===== src/rtl/wpf_pkg.sv =====
package wpf_pkg;
    localparam int          NUM_FILT   = 4;
    localparam int          SKIP_W     = 11;
    localparam int          WIN_BYTES  = 64;
    localparam int          CRC_W      = 32;
    localparam logic [31:0] CRC_POLY   = 32'hEDB8_8320;
    localparam logic [31:0] CRC_PRESET = 32'hFFFF_FFFF;

    // One byte of the reflected Ethernet CRC, LSB of the data first.
    function automatic logic [31:0] crc_step(input logic [31:0] c, input logic [7:0] d);
        logic [31:0] r;
        r = c;
        for (int i = 0; i < 8; i++) begin
            r = (r >> 1) ^ (((r[0] ^ d[i]) == 1'b1) ? CRC_POLY : 32'h0);
        end
        return r;
    endfunction
endpackage


===== src/rtl/wpf_lane.sv =====
module wpf_lane
    import wpf_pkg::*;
#(
    parameter int SKIP_W    = wpf_pkg::SKIP_W,
    parameter int WIN_BYTES = wpf_pkg::WIN_BYTES,
    parameter int IDX_W     = SKIP_W + 1
) (
    input  logic                 clk,
    input  logic                 rst_n,
    input  logic                 byte_ok_i,
    input  logic                 start_i,
    input  logic [7:0]           byte_i,
    input  logic [IDX_W-1:0]     idx_i,
    input  logic                 eof_i,
    input  logic                 en_i,
    input  logic [SKIP_W-1:0]    skip_i,
    input  logic [WIN_BYTES-1:0] mask_i,
    input  logic [31:0]          sig_i,
    output logic                 hit_o
);
    localparam int WB = $clog2(WIN_BYTES);

    typedef struct packed {
        logic [31:0] crc;
    } lane_st_t;

    lane_st_t st_d, st_q;
    logic [IDX_W-1:0] rel;
    logic             in_win;
    logic             take;
    logic [31:0]      base;

    assign rel    = idx_i - IDX_W'(skip_i);
    assign in_win = (idx_i >= IDX_W'(skip_i)) && (rel < IDX_W'(WIN_BYTES));
    assign take   = byte_ok_i && in_win && mask_i[rel[WB-1:0]];

    always_comb begin
        st_d   = st_q;
        base   = start_i ? CRC_PRESET : st_q.crc;
        st_d.crc = base;
        if (take) begin
            st_d.crc = crc_step(base, byte_i);
        end
        hit_o = eof_i && en_i && ((~st_q.crc) == sig_i);
    end

    always_ff @(posedge clk or negedge rst_n) begin
        if (!rst_n) begin
            st_q <= '{crc: CRC_PRESET};
        end else begin
            st_q <= st_d;
        end
    end

    // A byte outside the mask leaves the running CRC untouched.
    assert_crc_hold_R2: assert property (@(posedge clk) disable iff (!rst_n)
        (!take && !start_i) |=> $stable(st_q.crc));
endmodule


===== src/rtl/wpf_join.sv =====
module wpf_join #(
    parameter int NUM_FILT = wpf_pkg::NUM_FILT
) (
    input  logic [NUM_FILT-1:0] hit_i,
    input  logic [NUM_FILT-1:0] grp_i,
    input  logic                mode_i,
    output logic                accept_o
);
    logic grp_all;
    logic rest_any;

    always_comb begin
        grp_all  = (|grp_i) && (&(hit_i | ~grp_i));
        rest_any = |(hit_i & ~grp_i);
        accept_o = mode_i ? (grp_all || rest_any) : (|hit_i);
    end
endmodule


===== src/rtl/wake_pattern_filter.sv =====
module wake_pattern_filter
    import wpf_pkg::*;
#(
    parameter int NUM_FILT  = wpf_pkg::NUM_FILT,
    parameter int SKIP_W    = wpf_pkg::SKIP_W,
    parameter int WIN_BYTES = wpf_pkg::WIN_BYTES,
    parameter int HALF_W    = WIN_BYTES / 2,
    parameter int IDX_W     = SKIP_W + 1
) (
    input  logic                       clk,
    input  logic                       rst_n,
    input  logic                       byte_vld_i,
    input  logic [7:0]                 byte_i,
    input  logic                       sof_i,
    input  logic                       eof_i,
    input  logic                       sleep_i,
    input  logic [NUM_FILT-1:0]        cfg_en_i,
    input  logic [NUM_FILT*SKIP_W-1:0] cfg_skip_i,
    input  logic [NUM_FILT*HALF_W-1:0] cfg_mask_lo_i,
    input  logic [NUM_FILT*HALF_W-1:0] cfg_mask_hi_i,
    input  logic [NUM_FILT*32-1:0]     cfg_sig_i,
    input  logic [NUM_FILT-1:0]        join_grp_i,
    input  logic                       join_mode_i,
    output logic [NUM_FILT-1:0]        match_o,
    output logic                       accept_o,
    output logic [NUM_FILT-1:0]        wake_o
);
    typedef struct packed {
        logic [IDX_W-1:0]    pos;
        logic [NUM_FILT-1:0] match;
        logic                accept;
        logic [NUM_FILT-1:0] wake;
    } top_st_t;

    top_st_t st_d, st_q;
    logic                byte_ok;
    logic                frame_start;
    logic [IDX_W-1:0]    cur_idx;
    logic [NUM_FILT-1:0] hits;
    logic                join_acc;

    assign byte_ok     = byte_vld_i && !eof_i;
    assign frame_start = byte_ok && sof_i;
    assign cur_idx     = sof_i ? '0 : st_q.pos;

    for (genvar f = 0; f < NUM_FILT; f++) begin : g_lane
        wpf_lane #(
            .SKIP_W   (SKIP_W),
            .WIN_BYTES(WIN_BYTES),
            .IDX_W    (IDX_W)
        ) lane_i (
            .clk      (clk),
            .rst_n    (rst_n),
            .byte_ok_i(byte_ok),
            .start_i  (frame_start),
            .byte_i   (byte_i),
            .idx_i    (cur_idx),
            .eof_i    (eof_i),
            .en_i     (cfg_en_i[f]),
            .skip_i   (cfg_skip_i[f*SKIP_W +: SKIP_W]),
            .mask_i   ({cfg_mask_hi_i[f*HALF_W +: HALF_W], cfg_mask_lo_i[f*HALF_W +: HALF_W]}),
            .sig_i    (cfg_sig_i[f*32 +: 32]),
            .hit_o    (hits[f])
        );
    end

    wpf_join #(.NUM_FILT(NUM_FILT)) join_i (
        .hit_i   (hits),
        .grp_i   (join_grp_i),
        .mode_i  (join_mode_i),
        .accept_o(join_acc)
    );

    always_comb begin
        st_d        = st_q;
        if (byte_ok) begin
            st_d.pos = (cur_idx == '1) ? cur_idx : cur_idx + IDX_W'(1);
        end
        st_d.match  = hits;
        st_d.accept = join_acc;
        st_d.wake   = st_q.wake | (hits & {NUM_FILT{sleep_i}});
    end

    always_ff @(posedge clk or negedge rst_n) begin
        if (!rst_n) begin
            st_q <= '0;
        end else begin
            st_q <= st_d;
        end
    end

    assign match_o  = st_q.match;
    assign accept_o = st_q.accept;
    assign wake_o   = st_q.wake;

    // Match flags only follow a decision cycle.
    assert_match_after_eof_R5: assert property (@(posedge clk) disable iff (!rst_n)
        (|st_q.match) |-> $past(eof_i));
    // The byte index never moves backwards inside a frame (saturates past the last window).
    assert_pos_monotonic_R4: assert property (@(posedge clk) disable iff (!rst_n)
        !frame_start |=> (st_q.pos >= $past(st_q.pos)));
    // An accept needs at least one filter match.
    assert_accept_needs_match_R7: assert property (@(posedge clk) disable iff (!rst_n)
        st_q.accept |-> (|st_q.match));

    for (genvar f = 0; f < NUM_FILT; f++) begin : g_chk
        assert_disabled_quiet_R6: assert property (@(posedge clk) disable iff (!rst_n)
            st_q.match[f] |-> $past(cfg_en_i[f]));
        assert_wake_sticky_R8: assert property (@(posedge clk) disable iff (!rst_n)
            st_q.wake[f] |=> st_q.wake[f]);
        assert_wake_needs_sleep_R8: assert property (@(posedge clk) disable iff (!rst_n)
            $rose(st_q.wake[f]) |-> $past(sleep_i));
    end
endmodule


===== config.mk =====
export PLATFORM = sky130hd
export DESIGN_NAME = wake_pattern_filter
export DESIGN_NICKNAME = d
export VERILOG_FILES = /design/src/rtl/wpf_pkg.sv /design/src/rtl/wpf_lane.sv /design/src/rtl/wpf_join.sv /design/src/rtl/wake_pattern_filter.sv
export SDC_FILE = /design/constraint.sdc
export NUM_CORES = 1
export LEC_CHECK = 0
export ABC_AREA = 1
export BUFFER_PORTS_ARGS = -buffer_cell sky130_fd_sc_hd__buf_4
export CAP_MARGIN = 20
export CORE_MARGIN = 3
export CORE_UTILIZATION = 56
export CTS_CLUSTER_SIZE = 24
export DETAILED_ROUTE_END_ITERATION = 8
export GPL_TIMING_DRIVEN = 0
export HOLD_SLACK_MARGIN = 0.15
export PLACE_DENSITY = 0.83
export SLEW_MARGIN = 20
export SYNTH_ARGS = -nofsm -noshare
export SYNTH_HDL_FRONTEND = slang
export SYNTH_SLANG_ARGS = --single-unit

===== constraint.sdc =====
create_clock -name clk -period 4.3 [get_ports clk]
set_clock_uncertainty 0.15 [all_clocks]
set_input_delay 0.215 -clock clk [delete_from_list [all_inputs] [get_ports clk]]
set_output_delay 0.215 -clock clk [all_outputs]
set_load 0.02 [all_outputs]

Word-level counts from Yosys, hierarchy flattened
Cells that the tools add are included.

$add $sub $neg: 5. Multipliers: 0. Divide/modulo/power cells: 0. $lt $le $gt $ge: 12. Eq/ne operators: 5. Shift-type cells: 0. Muxes and demuxes: 51. Bitwise operators: 73. Reductions and logical operators: 29.

Operators with widths (number): $mux 32 (40); $xor 31x32->32 (32); $eq 32x32->1 (4); $not 32->32 (4); $ge 12x11->1 (4); $lt 12x7->1 const B (4); $sub 12x11->12 (4); $xor 1x1->1 (32); $lt 6x7->1 const B (4); $bmux 1 s6 (4); $mux 12 (2); $logic_and 1x1->1 (23); $add 12x1->12 const B (1); $eq 12x12->1 const B (1); $reduce_or 4->1 (3); $and 4x4->4 (2); $or 4x4->4 (2); $mux 1 (5); $not 4->4 (1); $reduce_and 4->1 (1); $logic_not 1->1 (1); $logic_or 1x1->1 (1).

Register bits after elaboration: 149. Latch bits: 0. Memory bits (writable): 0. Bits in read-only memories: 0. Input port bits: 451. Output and inout bits: 9. Logic and storage cells: 183. Memories kept: 0.

Depth between registers and ports, before layout
Depth after elaboration: 29. Mapped depth: 22. Mapped depth without buffers: 19.

Cells and area by module
Synthesis repeated with hierarchy kept, for this count alone.

Cells, all modules: 3108. Area total of the unflattened synthesis: 18819.3 µm².

By module, submodules not included: wpf_lane (g_lane[0].lane_i ...) (times used 2, cells an instance 747, area an instance 4390.5 µm², seq. area each 840.8 µm²); wpf_lane (g_lane[2].lane_i ...) (times used 2, cells an instance 719, area an instance 4330.4 µm², seq. area each 840.8 µm²); wake_pattern_filter (times used 1, cells an instance 150, area an instance 1272.5 µm², seq. area each 525.5 µm²); wpf_join (times used 1, cells an instance 26, area an instance 105.1 µm², seq. area each 0.0 µm²).

Worst setup path before layout
Ideal clock, no wire load.

Path type: in2reg. From: input port sof_i. To: register g_lane[3].lane_i.st_q[10] in the netlist's numbering. Library setup time: 0.087 ns. Arrival time: 2.954 ns. Data required time: 4.063 ns. Setup slack: 1.109 ns. Stages on the path: 20. Buffers on the path: 5. Cell sequence: buf_4 nor2_1 inv_1 ha_1 fa_1 buf_2 inv_1 buf_2 nand3_1 nand3_1 nand3_1 nand3_1 nand3_1 nand2_1 nor2_4 nand3_1 buf_4 buf_2 nand2_1 o21ai_1.

RTL lines: start: declaration (RTL line wake_pattern_filter.sv:14) `input logic sof_i,`; end signal: assignment (RTL line wpf_lane.sv:49) `st_q <= '{crc: CRC_PRESET};`; end signal: assignment (RTL line wpf_lane.sv:51) `st_q <= st_d;`; end: declaration (RTL line wpf_lane.sv:27) `lane_st_t st_d, st_q;`.

==> summary.md <==
## Global route
* 116700 um — wire length of the first global-routing pass
* 22.82k — number of global-route vias before repair
* 99 — largest net degree at the start of global routing
* 0.4115 — Tot GR Track Use
* 0 — global route overflow
* 6 — initial antenna violation count

## Clock tree
* clkbuf_16 — root buf cell
* 0.07 ns — CTS clk-pin slew, worst paths
* 17 — clock buffer count from CTS
* 2 — Clock Tree Buf Depth
* 4 — H-tree levels
* 0.44 ns — Clk Latency, worst-skew pair
* 149 — Clock Sink Count
* done — clock tree from TritonCTS

## Timing
* 0 — setup-violating endpoint count in the final report
* 0.3660 — Slew Limit Headroom
* no — setup repair after global routing missed its margin
* 0.9534 — final period utilization
* 0 — Hold Vio Cnt, Final
* 0.1748 ns — minimum hold slack
* 0.2439 GHz — top achievable clock speed
* 0.9459 ns — transition time at the pin with the least slew margin
* 4.100 ns — Min Clock Period, post-route
* 0 — count of pins over their slew limit

## Floorplanning
* 0.5704 — initial core utilization
* 188.3 um — DIE HEIGHT
* 66 — Std-Cell Rows
* 188.3 um — Die X
* 460 — Top Ports
* 35450 um2 — die area
* 32620 um2 — core footprint

## Setup path
* 4.33 ns — Critical Path AT
* st_q[10] — critical register-to-register path startpoint
* g_lane[0].lane_i.st_q[19] — r2r endpoint
* 16 — number of cells on the worst reg-to-reg path
* register — critical path startpoint category
* 10 — peak fanout along the critical path
* register — crit end category
* reg2reg — crit path kind
* 0.20 ns — flop-to-flop setup slack
* 4.53 ns — required time worst endpoint

## Detailed routing
* 2624 — number of DRC markers after the initial detailed-route iteration
* 23.63k — total vias in the final route
* 0 — post-route antenna net violation count
* 5.686 — via-per-instance ratio
* 9 — number of optimization iterations in the first detailed-route pass
* 3 — DRC violation count after routing
* 18.30 um — average routed wire per standard cell
* 76070 um — final wirelength

## Place
* 454 — Port Buffer Count
* 60630 um — post-detailed-placement half-perimeter wirelength
* 1.007 — global placer's final weighted congestion

## Worst hold path
* in2reg — class of the worst hold path
* wake_o[2] — destination of the worst hold path
* 6 — hold depth
* cfg_sig_i[79] — min-delay src

## Run
* 0 — number of max-cap violations

## Power
* 13.67 nW — Leakage Power
* 0.0002314 V — highest ir drop seen on vdd
* 224.9 nW/um2 — Cell Pwr Density

## Yosys
* nand2_1 — largest area contributor in the synthesized netlist
* 0.2090 — part of the Yosys area used for sequential elements
* 0 — number of warnings printed during yosys synthesis
* 0 — count of flip-flops with a built-in enable after synthesis
* 48 — count of cell types in the netlist
* 3709 — Post-Syn Nets
* dfstp_2 — most common flop cell mapped by yosys
* 18610 um2 — area of the mapped netlist
* 3209 — Post-Syn Instances
* 5.798 um2 — per-instance average area after synthesis
* 149 — synthesis-stage register bit count
* nand2_1, dfstp_2, nand3_1 — top cells by area in the synthesized netlist
* 1.000 — Async SR Flop Fraction
* 0.2717 — post-synth top area share

## Final layout
* 0.2044 — layout cells sized above 1
* 0.7163 — final core area utilization
* 2863 — FILL cells
* 4195 — post-layout net count
* nand2_1, buf_4, nand3_1 — commonest non-fill, non-tap cells in the layout
* nand2_1 — most common cell after layout, fill and taps aside
* 25.58% — relative area change from synthesis to final layout

## Status
* DRC — violated checks
* complete, but fails checks — status

repair_timing:
item	4_1_cts	5_1_grt
hold buffers	11	0
setup endpoints to repair	128	112
endpoints found under the hold margin	73	0
resized for setup	5	23
buffers inserted	0	2
pin swaps	0	1
per-layer routing:
| layer | track usage | wire length [um] | vias to the layer above |
|---|---|---|---|
| li1 | - | - | 11020 |
| met5 | 0 | 0 | - |
| met4 | 0.2753 | 5671 | 0 |
| met3 | 0.08447 | 7879 | 351 |
| met1 | 0.4822 | 27490 | 10731 |
| met2 | 0.6813 | 35030 | 1530 |
registers in the layout (all words and copies together), names as in the netlist:
| register | flops |
|---|---|
| st_q | 12 |
| wake_o | 4 |
| accept_o | 1 |
| match_o | 4 |
| g_lane.lane_i.st_q | 128 |
through the flow:
step	power [W]	setup TNS [ns]	std cells	worst slack (ns)	cell area [um2]
floorplan	0.002879	0	3209	1.109	18610
global placement	0.003681	-52.47	4105	-0.7031	22570
detailed placement	0.003732	-75.40	4106	-0.8855	22600
CTS	0.005174	0	4149	0.07867	23280
global route	0.005533	0	4156	0.005720	23370
finish	0.005254	0	4156	0.2005	23370
layout make-up:
class	count	area (um2)	share of cell area
Antenna cell	6	15.01	0.0006426
Buffer	104	515.5	0.02206
Clock buffer	19	452.9	0.01938
Clock inverter	13	98.84	0.004230
Inverter	411	1543	0.06602
Multi-Input combinational cell	2544	12730	0.5448
Sequential cell	149	3889	0.1664
Tap cell	442	553.0	0.02367
Timing Repair Buffer	468	3568	0.1527
cell families after synthesis:
family          Yosys count  share of synthesized area
compound gates          188                    0.05568
xor+xnor                257                     0.1279
fa+ha+maj                49                    0.03456
buf+inv                 516                     0.1104
flops                   149                     0.2090
simple gates           2050                     0.4624
report_power, final:
group / internal [W] / switching [W]
clock: 0.000775 / 0.000670
sequential: 0.00144 / 0.0000162
combinational: 0.000884 / 0.00147
total: 0.00310 / 0.00216
cells in the mapped netlist, types with 2 or more instances:
cell	number
xor2_2	9
nand2_1	1347
xnor2_1	57
o21bai_1	10
o211ai_1	4
nor3_1	21
xnor3_1	2
ha_1	45
nand4_1	46
buf_1	4
o22ai_1	6
fa_1	4
nand3b_1	14
o21ai_1	24
a21o_1	2
xnor2_2	2
buf_6	2
nand3_1	444
inv_2	5
a211oi_1	3
o21ai_0	76
clkbuf_2	2
a22oi_1	2
dfstp_2	128
clkbuf_1	41
a21oi_1	47
buf_4	12
xor2_1	186
and2_1	2
nor2_2	6
a31oi_1	2
inv_1	405
nand2_2	20
or2_2	19
buf_2	44
nor4_1	2
dfrtp_1	21
nor2_1	124
o21a_1	10
how the worst max path moves through the flow:
stage / start / slack, ns / end
final: st_q[10] / 0.20 / g_lane[0].lane_i.st_q[19]
after global routing: st_q[9] / 0.006 / g_lane[3].lane_i.st_q[13]
after CTS: st_q[9] / 0.08 / g_lane[1].lane_i.st_q[30]
after detailed placement: sof_i / -0.89 / g_lane[1].lane_i.st_q[25]
after global placement: sof_i / -0.70 / g_lane[1].lane_i.st_q[25]
after floorplan: sof_i / 1.11 / g_lane[3].lane_i.st_q[10]
worst max-delay path, stage by stage (launching register included):
cell and delay, ns:
dfrtp_1 0.33, inv_1 0.08, nor2_4 0.25, inv_1 0.30
fa_1 0.55, buf_2 0.19, inv_1 0.16, clkbuf_1 0.28
nand3_1 0.15, nand3_1 0.08, nand3_1 0.11, nand3_1 0.11
nand2_1 0.08, nor2_1 0.06, nor3_2 0.76, nand3_1 0.28
nand2_1 0.12
Power figures use the tool's default switching activity.
